$ cat src/rtl/rxbuf_pkg.sv
package rxbuf_pkg;

  localparam int CHAR_W = 9;
  localparam int SIZE_W = 3;

  typedef struct packed {
    logic [CHAR_W-1:0] data;
    logic              frameErr;
    logic              parityErr;
  } rxEntry_t;

  typedef struct packed {
    logic flush;
    logic pop;
    logic push;
    logic pushFromHold;
    logic loadHold;
  } bufStrobe_t;

  function automatic logic [CHAR_W-1:0] trimChar(input logic [CHAR_W-1:0] raw,
                                                 input logic [SIZE_W-1:0] code);
    logic [CHAR_W-1:0] keep;
    case (code)
      3'd0:    keep = 9'h01F;
      3'd1:    keep = 9'h03F;
      3'd2:    keep = 9'h07F;
      3'd4:    keep = 9'h1FF;
      default: keep = 9'h0FF;
    endcase
    return raw & keep;
  endfunction

endpackage

$ cat src/rtl/rxbuf_ctrl.sv
module rxbuf_ctrl
  import rxbuf_pkg::*;
#(
  parameter int DEPTH = 2,
  localparam int CNT_W = $clog2(DEPTH + 1)
) (
  input  logic             clk,
  input  logic             rstN,
  input  logic             rxEnable,
  input  logic             charValid,
  input  logic             startDetect,
  input  logic             readStrobe,
  output bufStrobe_t       strobe,
  output logic [CNT_W-1:0] fillLevel,
  output logic             holdValid,
  output logic             overrunFlag
);

  localparam logic [CNT_W-1:0] FULL = CNT_W'(DEPTH);

  logic             canPop;
  logic             holdMove;
  logic             newIn;
  logic             dropHold;
  logic [CNT_W-1:0] levelAfterPop;
  logic [CNT_W-1:0] levelMid;
  logic [CNT_W-1:0] levelNext;

  always_comb begin
    canPop        = rxEnable && readStrobe && (fillLevel != '0);
    levelAfterPop = fillLevel - CNT_W'(canPop);
    holdMove      = rxEnable && holdValid && (levelAfterPop < FULL);
    levelMid      = levelAfterPop + CNT_W'(holdMove);
    newIn         = rxEnable && charValid && !holdMove && (levelMid < FULL);
    dropHold      = rxEnable && startDetect && holdValid && !holdMove;
    levelNext     = levelMid + CNT_W'(newIn);

    strobe              = '0;
    strobe.flush        = !rxEnable;
    strobe.pop          = canPop;
    strobe.push         = holdMove || newIn;
    strobe.pushFromHold = holdMove;
    strobe.loadHold     = rxEnable && charValid && !newIn;
  end

  always_ff @(posedge clk) begin
    if (!rstN || !rxEnable) begin
      fillLevel   <= '0;
      holdValid   <= 1'b0;
      overrunFlag <= 1'b0;
    end else begin
      fillLevel <= levelNext;
      if (strobe.loadHold)
        holdValid <= 1'b1;
      else if (holdMove || dropHold)
        holdValid <= 1'b0;
      if (dropHold)
        overrunFlag <= 1'b1;
      else if (canPop)
        overrunFlag <= 1'b0;
    end
  end

endmodule

$ cat src/rtl/rxbuf_datapath.sv
module rxbuf_datapath
  import rxbuf_pkg::*;
#(
  parameter int DEPTH = 2,
  localparam int PTR_W = (DEPTH > 1) ? $clog2(DEPTH) : 1
) (
  input  logic              clk,
  input  logic              rstN,
  input  bufStrobe_t        strobe,
  input  logic [CHAR_W-1:0] charData,
  input  logic              charFrameErr,
  input  logic              charParityErr,
  input  logic              parityCheckOn,
  input  logic [SIZE_W-1:0] sizeSel,
  output rxEntry_t          headEntry
);

  rxEntry_t             slots [DEPTH];
  rxEntry_t             holdEntry;
  rxEntry_t             newEntry;
  rxEntry_t             pushEntry;
  logic     [PTR_W-1:0] wrPtr;
  logic     [PTR_W-1:0] rdPtr;

  function automatic logic [PTR_W-1:0] nextPtr(input logic [PTR_W-1:0] p);
    return (p == PTR_W'(DEPTH - 1)) ? '0 : p + 1'b1;
  endfunction

  always_comb begin
    newEntry.data      = trimChar(charData, sizeSel);
    newEntry.frameErr  = charFrameErr;
    newEntry.parityErr = charParityErr && parityCheckOn;
    pushEntry          = strobe.pushFromHold ? holdEntry : newEntry;
    headEntry          = slots[rdPtr];
  end

  always_ff @(posedge clk) begin
    if (!rstN || strobe.flush) begin
      wrPtr <= '0;
      rdPtr <= '0;
    end else begin
      if (strobe.push) wrPtr <= nextPtr(wrPtr);
      if (strobe.pop)  rdPtr <= nextPtr(rdPtr);
    end
  end

  always_ff @(posedge clk) begin
    if (!rstN)
      holdEntry <= '0;
    else if (strobe.loadHold)
      holdEntry <= newEntry;
  end

  for (genvar s = 0; s < DEPTH; s++) begin : g_slot
    always_ff @(posedge clk) begin
      if (!rstN)
        slots[s] <= '0;
      else if (strobe.push && (wrPtr == PTR_W'(s)))
        slots[s] <= pushEntry;
    end
  end

endmodule

$ cat src/rtl/serial_rx_buffer.sv
module serial_rx_buffer
  import rxbuf_pkg::*;
#(
  parameter int DEPTH = 2,
  localparam int CNT_W = $clog2(DEPTH + 1)
) (
  input  logic       clk,
  input  logic       rstN,
  input  logic       rxEnable,
  input  logic       charValid,
  input  logic [8:0] charData,
  input  logic       charFrameErr,
  input  logic       charParityErr,
  input  logic       parityCheckOn,
  input  logic [2:0] sizeSel,
  input  logic       startDetect,
  input  logic       readStrobe,
  input  logic       rxcIntEnable,
  output logic [7:0] rdData,
  output logic       rdBit8,
  output logic       rxComplete,
  output logic       frameErr,
  output logic       parityErr,
  output logic       overrun,
  output logic       rxIrq
);

  bufStrobe_t       strobe;
  rxEntry_t         headEntry;
  logic [CNT_W-1:0] fillLevel;
  logic             holdValid;
  logic             overrunFlag;

  rxbuf_ctrl #(.DEPTH(DEPTH)) u_ctrl (
    .clk        (clk),
    .rstN       (rstN),
    .rxEnable   (rxEnable),
    .charValid  (charValid),
    .startDetect(startDetect),
    .readStrobe (readStrobe),
    .strobe     (strobe),
    .fillLevel  (fillLevel),
    .holdValid  (holdValid),
    .overrunFlag(overrunFlag)
  );

  rxbuf_datapath #(.DEPTH(DEPTH)) u_data (
    .clk          (clk),
    .rstN         (rstN),
    .strobe       (strobe),
    .charData     (charData),
    .charFrameErr (charFrameErr),
    .charParityErr(charParityErr),
    .parityCheckOn(parityCheckOn),
    .sizeSel      (sizeSel),
    .headEntry    (headEntry)
  );

  always_comb begin
    rxComplete = (fillLevel != '0);
    rdData     = rxComplete ? headEntry.data[7:0] : '0;
    rdBit8     = rxComplete && headEntry.data[8];
    frameErr   = rxComplete && headEntry.frameErr;
    parityErr  = rxComplete && headEntry.parityErr;
    overrun    = overrunFlag;
    rxIrq      = rxComplete && rxcIntEnable;
  end

endmodule

$ cat config.mk
export PLATFORM = sky130hd
export DESIGN_NAME = serial_rx_buffer
export DESIGN_NICKNAME = d
export VERILOG_FILES = /design/src/rtl/rxbuf_pkg.sv /design/src/rtl/rxbuf_ctrl.sv /design/src/rtl/rxbuf_datapath.sv /design/src/rtl/serial_rx_buffer.sv
export SDC_FILE = /design/constraint.sdc
export NUM_CORES = 1
export LEC_CHECK = 0
export BUFFER_PORTS_ARGS = -buffer_cell sky130_fd_sc_hd__buf_2
export CAP_MARGIN = 20
export CORE_MARGIN = 4
export CORE_UTILIZATION = 55
export DETAILED_ROUTE_END_ITERATION = 10
export PLACE_DENSITY = 0.88
export SLEW_MARGIN = 5
export SYNTH_ARGS = -nofsm -noshare
export SYNTH_HDL_FRONTEND = slang
export SYNTH_SLANG_ARGS = --single-unit
$ cat constraint.sdc
create_clock -name clk -period 4.4 [get_ports clk]
set_input_delay 0 -clock clk [delete_from_list [all_inputs] [get_ports clk]]
set_output_delay 0 -clock clk [all_outputs]
set_load 0.05 [all_outputs]
# Yosys cells after proc, flatten, opt, wreduce, memory -nomap -nowiden
# Memory sizes are Yosys's and may differ from the RTL's. A register that Yosys moved wholly into a read port is not among the register bits.
# Index checks and enable logic that the tools add are counted.
dict set report totals {
  regBits 17
  mem_bits_rw 22
  wordCells 72
  n_memories 1
}
dict set report classes {
  n_addsub 5
  order_cmp 2
  eq_ne 3
  mux 20
  bitwise 4
  n_reduce_logical 29
}
# memory depth word_bits rd rd_ports_with_merged_regs write_ports line_no
set mem_list {}
lappend mem_list {u_data.slots 2 11 1 1 2 rxbuf_datapath.sv:18} ;# rxEntry_t slots [DEPTH];
# operator count
set op_table {}
lappend op_table {{one-hot mux 9 bit (4 select lines)} 1}
lappend op_table {{2-to-1 mux 11 bit} 3}
lappend op_table {{logical AND 1 bit} 18}
lappend op_table {{2-to-1 mux 1 bit} 15}
lappend op_table {{bitwise AND 9 bit} 1}
lappend op_table {{2-to-1 mux 8 bit} 1}
lappend op_table {{nonzero test 2 bit} 3}
lappend op_table {{adder 2 x 1 -> 2 bit} 2}
lappend op_table {{logical NOT 1 bit} 4}
lappend op_table {{less-than comparator 2 bit, second input constant} 2}
lappend op_table {{equality test 3 x 1 -> 1 bit, second input constant} 1}
lappend op_table {{equality test 3 x 2 -> 1 bit, second input constant} 1}
lappend op_table {{equality test 3 bit, second input constant} 1}
lappend op_table {{logical NOT 3 bit} 1}
lappend op_table {{logical OR 1 bit} 3}
lappend op_table {{adder 1 bit, second input constant} 2}
lappend op_table {{OR 1 bit} 2}
lappend op_table {{subtractor 2 x 1 -> 2 bit} 1}
lappend op_table {{inverter 1 bit} 1}

# Depth between registers and ports, before layout
# Gate-level depths: netlist of run 1.
dict set report logic_depth {
  ltp_word 14
  ltp_mapped 15
}

# Modules after synthesis
# Synthesis of run 1 repeated with hierarchy kept, for this count alone.
dict set report unflattened {
  hier_cells 182
  hier_area_um2 2021.9
}
# mod n_inst cells_each area_per_inst_um2
set by_module_without_submodules {}
lappend by_module_without_submodules {rxbuf_datapath 1 131 1595.3}
lappend by_module_without_submodules {rxbuf_ctrl 1 36 307.8}
lappend by_module_without_submodules {serial_rx_buffer 1 15 118.9}

# Worst setup path before layout of run 1
# No wires, ideal clock.
dict set report synth_timing {
  path_type {register -> register}
  start {reg u_ctrl.fillLevel[1]}
  end {mem u_data.slots[0][0] (netlist name) (enable)}
  t_arrival_ns 3.173
  required_time_ns 4.020
  setup_slack_ns 0.847
  stages_incl_launch_ff 14
  path_buffers 2
  period_less_slack_ns 3.553
  cell_sequence {dfxtp_1 nor2_1 inv_1 and3_1 ha_1 xnor2_2 and3_1 buf_6 buf_6 ha_1 xnor3_1 a22o_1 nand2_1 o21ai_1}
}
# element line_no
set synth_lines {}
lappend synth_lines {{start: declaration} rxbuf_ctrl.sv:14} ;# output logic [CNT_W-1:0] fillLevel,
lappend synth_lines {{start signal: assignment} rxbuf_ctrl.sv:52} ;# fillLevel <= levelNext;
lappend synth_lines {{end: declaration} rxbuf_datapath.sv:18}

==> flow_summary.toml, run 1 <==
[placed_design]
gp_congestion = 0.794
place_hpwl_um = 2580
io_buffers = 35
dpl_worst_slack_ps = 897

[global_route]
grt_pass1_wl_um = 6150
antenna_found_initial = 0
gr-usage-all-layers_pct = 18.6
grt_max_degree = 28
grt_overflow = 0
grt_pass1_vias = 1348

[sta]
rsz0062_at_grt = "false"
fin_ws_ps = 905
tns_ps = 0
skew_ps = 3.48
worst_slew_pin_slew_ps = 910
hold_viol_final = 0
slew_headroom_pct = 38.9
fmax_mhz = 286
slew_violations = 0
fin_crit_sh_pct = 79.4
setup_violations = 0
period_needed_ps = 3490

[clock_tree]
cts_buffers = 5
clkTransAtPathRegs_ps = 130
cts_root_buffer = "clkbuf_4"
clockBufferDepth = 2
cts_setup_buffers = 0
cts_max_level = 2
cts_resized = 0
cts.sinks = 40
cts_tree = "built"
clkLatencyLatePin_ps = 360

[setup_path]
crit_path_max_fanout = 12
worstPathRequired_ps = 4400
r2r_cells = 12
rr_startpoint = "u_ctrl.fillLevel[1]"
end_kind = "flop"
crit_path_start_kind = "flop"
crit_arrival_ps = 3490
r2r_setup_slack_ps = 910
reg2reg_to = "u_data.slots[1][3]"
path_class = "reg2reg"

[synthesis]
avgSynthCellArea_sq_um = 10.4
ys_warn_count = 0
seq_area_frac_synth_pct = 52.0
syn_area_sq_mm = 0.00196
ys_seq_elements = 40
yosys.cell_types.count = 34
synth_nets = 213
synthCells = 188

[routing]
first_iter_violations = 88
first_pass_iters = 4
drc = 0
drtAntennaViolNets = 0
routed_wl_um = 3680
vias_per_cell = 5.14
wire_per_inst_um = 13.2
vias = 1430

[die]
fp.dieW_um = 67.7
core_sq_mm = 0.00339
io_pins = 36
dieArea_sq_mm = 0.00459
core.rowCount = 21
start_util_pct = 57.9
die_y_um = 67.7

[power]
powerDensity_mw_per_mm2 = 323
vdd_drop_max_mv = 0.236
total_power_mw = 0.749
p_leak_nw = 0.939

[min_path]
min_path_cells = 4
hold_path.class = "in2reg"
holdPathEnd = "u_data.holdEntry[10]"
hp-start = "sizeSel[1]"

[flow_run]
cap_viol_max_count = 0

[layout]
mostFrequentLayoutCells = "nor2_1 (42), buf_2 (35), mux2i_1 (29), edfxtp_1 (22), nand2_1 (21)"
seqCellArea_sq_mm = 0.00102
fillCellCount = 251
area_growth_pct = 18.3
drive_above_1_share_pct = 21.1
antenna_cells = 0
multi_input_area_sq_um = 855
fin_nets = 256
final_common_cell = "nor2_1"

[outcome]
status = "complete, no violations"
how the worst max path moves through the flow:
stage	slack, ps	start	end	cells past startpoint
after CTS	870	u_ctrl.fillLevel[1]	u_data.slots[0][3]	12
after detailed placement	900	u_ctrl.fillLevel[1]	u_data.slots[0][3]	12
after global routing	490	u_ctrl.fillLevel[1]	u_data.slots[1][3]	12
after global placement	980	u_ctrl.fillLevel[1]	u_data.slots[0][3]	12
after floorplan	850	u_ctrl.fillLevel[1]	u_data.slots[0][0]	13
final	910	u_ctrl.fillLevel[1]	u_data.slots[1][3]	12
worst max-delay path: stages, from the launching register on:
cell     delay [ps]
dfxtp_1         380
nor2_1          120
buf_4           180
inv_1            90
and3_1          180
ha_1            220
xnor2_2         310
and3_1          230
ha_1            220
xnor3_1         190
a22o_1          190
nand2_1         100
o21ai_1         720
power by group:
| part | leakage (nW) | internal, mW | switching (mW) |
|---|---|---|---|
| registers | 0.376 | 0.408 | 0.00539 |
| clock network | 0.0418 | 0.121 | 0.131 |
| logic | 0.522 | 0.0319 | 0.0517 |
cell type report:
type | instances | area share [%]
multi-input combinational | 133 | 36.8
clock buffer | 5 | 1.62
inverter | 4 | 0.647
sequential | 40 | 44.0
clock inverter | 3 | 1.99
tap | 46 | 2.48
timing repair buffer | 47 | 12.5
per-stage QoR:
stage	hold slack [ps]	instance area, sq um	cells	util (%)
4_1_cts	5.41	2320	278	68.5
3_3_place_gp	261	2140	260	63.1
6_report	13.1	2320	278	68.5
5_1_grt	26.8	2320	278	68.5
2_1_floorplan	142	1960	188	-
3_5_place_dp	264	2140	260	63.1
Yosys cell counts:
| cell type | number | area share, % |
|---|---|---|
| and3_1 | 3 | 0.96 |
| a21bo_1 | 1 | 0.51 |
| o21a_1 | 1 | 0.38 |
| a22o_1 | 1 | 0.45 |
| xnor2_2 | 1 | 0.83 |
| nand4_2 | 1 | 0.64 |
| and2_1 | 2 | 0.64 |
| ha_1 | 3 | 1.9 |
| nor3_1 | 1 | 0.25 |
| buf_4 | 2 | 0.76 |
| dfxtp_1 | 18 | 18 |
| mux2_4 | 1 | 0.76 |
| nor2b_1 | 1 | 0.32 |
| o21ba_1 | 1 | 0.51 |
| xnor3_1 | 1 | 1.1 |
| nor2_4 | 1 | 0.57 |
| a21oi_1 | 2 | 0.51 |
| o31a_1 | 1 | 0.45 |
| xor2_1 | 2 | 0.89 |
| a21boi_1 | 1 | 0.38 |
| nor3b_1 | 1 | 0.38 |
| inv_1 | 4 | 0.76 |
| buf_2 | 1 | 0.25 |
| edfxtp_1 | 22 | 34 |
| nor2_1 | 42 | 8.0 |
| o21ai_1 | 6 | 1.5 |
| clkbuf_1 | 5 | 0.96 |
| and2_0 | 1 | 0.32 |
| nand2_1 | 21 | 4.0 |
| o21ai_0 | 1 | 0.25 |
| nand4_1 | 5 | 1.6 |
| mux2i_1 | 29 | 15 |
| nand3_1 | 2 | 0.51 |
| buf_6 | 3 | 1.7 |
sequential cells by signal, indices dropped and copies added, names as in the netlist, named ones only:
register            flops
u_ctrl.fillLevel        2
u_ctrl.holdValid        1
u_ctrl.overrunFlag      1
u_data.holdEntry       11
u_data.rdPtr            1
u_data.slots           22
u_data.wrPtr            1
per-layer routing:
metal  GRT usage (%)  vias to the layer above  wire, um
li1                -                      729         -
met1            22.9                      653      1560
met2            29.8                       42      1810
met3            6.16                        6       243
met4            7.85                        0        57
met5               0                        -         0
logic make-up after synthesis:
logic type                 share of synthesized area [%]
AOI/OAI and AO/OA                                   4.97
adders and majority gates                           1.91
and+or+nand+nor                                     18.2
DFF                                                 52.0
xor gates and xnor gates                            2.87
buffers and inverters                               4.46
muxes                                               15.6
timing repair:
action / CTS / global route
hold buffers: 10 / 0
endpoints found under the setup margin: 0 / 0
endpoints found under the hold margin: 12 / 0
No activity file was read; power rests on OpenSTA's default activity.
==> run 2, diff against run 1 <==
Settings changed: ABC_AREA set to 1, CORE_UTILIZATION 55 to 50, PLACE_DENSITY 0.88 to 0.84.
Clock period 4.4 ns to 3.08 ns, I/O delays scaled along.
==> run 2 against run 1 <==
Register-to-register slack lost 600 ps. Die area grew 14%. Clock skew grew 6.0 ps. Highest routed layer unchanged. Flip-flop and latch count is the same. Count of clock-buffer cells in the layout is the same. Sequential share of layout area shrank 0.75 points. Maximum frequency grew 26%. Via count grew 19%. Clock power grew 72%. Largest cell class unchanged. Synthesized cell count grew 36%. Wire length grew 4.8%. Area after synthesis grew 5.7%.
==> flow_summary.toml, run 2 <==
[clock_tree]
clockBufferDepth = 2
hold_buffers = 0
cts_max_level = 2
clkTransAtPathRegs_ps = 80
cts_buffers = 5
cts_setup_buffers = 0
cts_resized = 0
cts_tree = "built"
clkLatencyLatePin_ps = 290
cts_root_buffer = "clkbuf_8"
cts.sinks = 40

[sta]
tns_ps = 0
hold_viol_final = 0
period_needed_ps = 2780
skew_ps = 9.53
slew_violations = 0
rsz0062_at_grt = "false"
worst_slew_pin_slew_ps = 427
setup_violations = 0
fin_crit_sh_pct = 90.2
timing.hold.ws_ps = 10.6
slew_headroom_pct = 71.5
fmax_mhz = 360

[placed_design]
io_buffers = 35
gp_congestion = 0.870
place_hpwl_um = 2830

[synthesis]
async_reset_ff_share_pct = 0
syn_area_sq_mm = 0.00208
seq_area_frac_synth_pct = 49.2
synth_top_area_cell = "edfxtp_1"
synthCells = 256
ys.flop_type = "edfxtp_1"
yosysTopAreaCellShare_pct = 31.8
ys_seq_elements = 40
synth.most_common_cell = "nand2_1"
synth_nets = 281
synthTopCellsByArea = "edfxtp_1 (32%), dfxtp_1 (17%), nand2_1 (11%)"
avgSynthCellArea_sq_um = 8.11
synth_edf_count = 22
yosys.cell_types.count = 27
synth_commonest_cells = "nand2_1 (62), nor2_1 (47), inv_1 (23)"
ys_warn_count = 0

[setup_path]
crit_arrival_ps = 2720
crit_start = "u_ctrl.fillLevel[1]"
crit_path_max_fanout = 14
end_kind = "flop"
worstPathRequired_ps = 3020
path_class = "reg2reg"
crit_path_start_kind = "flop"
rr_startpoint = "u_ctrl.fillLevel[1]"

[routing]
routed_wl_um = 3850
drc = 0
first_iter_violations = 78
vias = 1697
wire_per_inst_um = 11.3
first_pass_iters = 4
drtAntennaViolNets = 0
vias_per_cell = 4.99

[die]
core_sq_mm = 0.00400
start_util_pct = 51.9
dieArea_sq_mm = 0.00525
core.rowCount = 23
die_y_um = 72.4
fp.dieW_um = 72.4
io_pins = 36

[power]
clock_power_share_pct = 37.9
seqPwrFrac_pct = 51.5
p_sw_mw = 0.279
internal-power_mw = 0.863
p_leak_nw = 1.09
total_power_mw = 1.14
p_sw_share_pct = 24.4
powerDensity_mw_per_mm2 = 484
vdd_drop_max_mv = 0.286
p_comb_share_pct = 10.6

[layout]
largest-register = "u_data.slots"
fillCellCount = 350
utilization_pct = 59.1
drive_above_1_share_pct = 23.8
final_common_cell = "nand2_1"
area_growth_pct = 13.8
fin_nets = 314
antenna_cells = 0
mostFrequentLayoutCells = "nand2_1 (61), nor2_1 (47), buf_2 (35), inv_1 (23), edfxtp_1 (22)"
largest_reg_flops = 22
top_regs = "u_data.slots (22), u_data.holdEntry (11), u_ctrl.fillLevel (2)"

[global_route]
grt_pass1_vias = 1546
antenna_found_initial = 0
grt_max_degree = 26
grt_pass1_wl_um = 6600
grt_overflow = 0
gr-usage-all-layers_pct = 16.1

[outcome]
status = "complete, no violations"

[min_path]
hp-start = "startDetect"
hold_path.class = "in2reg"

[flow_run]
cap_viol_max_count = 0
## run 2: cell count changes after synthesis, moves of 3 or more
cell	previous run	this run
a21oi_1	2	17
inv_1	4	23
mux2i_1	29	0
nand2_2	0	7
nand2_1	21	62
nand2_4	0	4
and3_1	3	0
nand3_1	2	16
nand4_1	5	0
o21ai_0	1	5
nor2_1	42	47
## run 2: stage by stage
stage / worst slack, ps / cell area (sq um) / instances
after floorplan: 279 / 2080 / 256
after global placement: 376 / 2240 / 332
after detailed placement: 273 / 2240 / 332
after CTS: 240 / 2360 / 340
after global routing: 48.0 / 2360 / 340
final: 301 / 2360 / 340
## run 2: power groups by stage
stage	combinational (mW)	clock, mW	sequential (mW)
3_3_place_gp	0.118	0	0.600
4_1_cts	0.121	0.437	0.589
5_1_grt	0.136	0.463	0.590
3_5_place_dp	0.120	0	0.601
2_1_floorplan	0.0891	0	0.599
6_report	0.121	0.433	0.589
## run 2: routing by layer
metal | vias up | global-route usage, % | share of wire [%]
met5 | - | 0 | 0
met4 | 0 | 5.74 | 1.3
met3 | 6 | 3.74 | 5.5
met2 | 43 | 27.2 | 48
met1 | 767 | 20.1 | 45
li1 | 881 | - | -
## run 2: final cells by class
class | count | area, sq um | share of cell area, %
clock inverter | 3 | 46.3 | 1.96
sequential | 40 | 1020 | 43.2
multi-input combinational | 180 | 878 | 37.2
clock buffer | 5 | 68.8 | 2.91
tap | 50 | 62.6 | 2.65
inverter | 26 | 103 | 4.34
timing repair buffer | 36 | 183 | 7.73
## run 2: worst paths after layout
check / end / slack [ps] / depth (start not counted)
max: u_data.slots[0][7] / 300 / 17
min: u_ctrl.overrunFlag / 10 / 3
max reg2reg: u_data.slots[0][7] / 300 / 17
min reg2reg: u_ctrl.overrunFlag / 470 / 2
## run 2: worst max-delay path, stage by stage, from the launching register on
cell and delay, ps:
dfxtp_1 360, nor2_1 150, inv_1 70, nand3_1 110, inv_1 60, ha_1 210, inv_1 110, nand2_2 80
nand2_4 110, nor2_8 50, ha_1 230, inv_1 100, nand2_2 70, nand2_4 100, nand2_4 120, nand2_4 110
nand2_1 50, nand2_1 330
## run 2: cells by family after synthesis
logic type,synth area share (%)
DFF,49.2
AOI/OAI and AO/OA,9.40
and+or+nand+nor,31.0
buffers and inverters,8.62
adders and majority gates,1.81
==> run 3, diff against run 2 <==
Settings changed: CORE_ASPECT_RATIO set to 1.1.
==> run 3 against run 2 <==
Register-to-register slack improved by 130 ps. Global-route usage grew 0.055 points. Hold slack better by 2.5 ps. Largest cell class unchanged. Largest power group unchanged. Highest routed layer unchanged.
==> flow_summary.toml, run 3 (synthesis results as in run 2) <==
[outcome]
status = "complete, no violations"

[global_route]
grt_max_degree = 26
grt_pass1_vias = 1563
gr-usage-all-layers_pct = 16.1
antenna_found_initial = 0
grt_overflow = 0
grt_pass1_wl_um = 6640

[sta]
slew_headroom_pct = 73.9
tns_ps = 0
skew_ps = 4.24
setup_violations = 0
slew_violations = 0
period_needed_ps = 2640
rsz0062_at_grt = "false"
fin_crit_sh_pct = 85.8
hold_viol_final = 0
fmax_mhz = 378
worst_slew_pin_slew_ps = 392

[layout]
fillCellCount = 351
antenna_cells = 0
fin_nets = 314
area_growth_pct = 13.9
mostFrequentLayoutCells = "nand2_1 (60), nor2_1 (47), buf_2 (35), inv_1 (23), edfxtp_1 (22)"
drive_above_1_share_pct = 24.1
largest_reg_flops = 22
top_regs = "u_data.slots (22), u_data.holdEntry (11), u_ctrl.fillLevel (2)"
multi_input_area_sq_um = 881
final_common_cell = "nand2_1"
largest-register = "u_data.slots"
seqCellArea_sq_mm = 0.00102

[die]
start_util_pct = 52.0
die_y_um = 75.6
dieArea_sq_mm = 0.00525
io_pins = 36
core_sq_mm = 0.00399
core.rowCount = 24
fp.dieW_um = 69.4

[setup_path]
path_class = "reg2reg"
crit_path_start_kind = "flop"
worstPathRequired_ps = 3050
end_kind = "flop"
crit_path_max_fanout = 14
crit_arrival_ps = 2620
r2r_setup_slack_ps = 440

[routing]
first_iter_violations = 68
vias_per_cell = 4.91
drc = 0
vias = 1679
wire_per_inst_um = 11.5
routed_wl_um = 3940
wl_met3_um = 236
drt-met1-wl_um = 1700
highest_layer = "met4"
first_pass_iters = 4
drtAntennaViolNets = 0
route.met2.wl_um = 1960

[clock_tree]
cts.sinks = 40
cts_tree = "built"
cts_root_buffer = "clkbuf_8"
cts_buffers = 5
clockBufferDepth = 2
clkLatencyLatePin_ps = 290
cts_max_level = 2
clkTransAtPathRegs_ps = 80

[placed_design]
io_buffers = 35
gp_congestion = 0.872
place_hpwl_um = 2930

[flow_run]
cap_viol_max_count = 0

[power]
vdd_drop_max_mv = 0.295
powerDensity_mw_per_mm2 = 479
p_leak_nw = 1.09
total_power_mw = 1.13

[min_path]
hold_path.class = "in2reg"
## run 3: cell types whose count changed in the layout (fill, tap and decap cells not counted)
cell      before  now
inv_6          2    1
nand2_1       61   60
nand2_2        8    9
clkinv_2       0    1
## run 3: critical path: stages (launching register included)
cell     delay [ps]
dfxtp_1         350
nor2_1          150
inv_1            70
nand3_1         120
inv_1            60
ha_1            210
inv_1           110
nand2_2          80
nand2_4         110
nor2_8           50
ha_1            230
inv_1           100
nand2_2          70
nand2_4         100
nand2_4         120
nand2_4         110
nand2_1          70
nand2_2         220
## run 3: final timing paths
path,from,endpoint,cells past startpoint
max,u_ctrl.fillLevel[1],u_data.slots[1][2],17
min reg2reg,u_ctrl.overrunFlag,u_ctrl.overrunFlag,2
max reg2reg,u_ctrl.fillLevel[1],u_data.slots[1][2],17
min,startDetect,u_ctrl.overrunFlag,3
## run 3: where the power goes
group          internal, mW  switching [mW]
clock                 0.240           0.182
combinational        0.0377          0.0829
sequential            0.582         0.00687
## run 3: routing by layer
metal  up-vias  GRT usage [%]
li1        879              -
met1       748           19.1
met2        48           28.7
met3         4           4.35
met4         0           5.86
met5         -              0
## run 3: area by class of cell
cell class,count,area share [%]
multi-input cells,180,37.3
well taps,52,2.75
inverters,26,4.34
repair buffers,36,7.73
flip-flops and latches,40,43.2
clock inverters,3,1.80
clock buffers,5,2.91
## run 3: per-stage QoR
stage | util (%) | cell area (sq um) | cells | hold slack, ps | setup slack [ps]
2_1_floorplan | - | 2080 | 256 | 165 | 279
3_3_place_gp | 56.3 | 2250 | 334 | 321 | 370
3_5_place_dp | 56.3 | 2250 | 334 | 315 | 299
4_1_cts | 59.1 | 2360 | 342 | 12.1 | 262
5_1_grt | 59.2 | 2360 | 342 | 16.1 | 133
6_report | 59.2 | 2360 | 342 | 13.1 | 436
## run 3: what timing repair did
| action | in CTS | in global routing |
|---|---|---|
| hold buffers | 0 | 0 |
| buffers inserted | 0 | 0 |
| hold endpoints to repair | 0 | 0 |
| gates resized for setup | 0 | 2 |
| endpoints found under the setup margin | 0 | 22 |
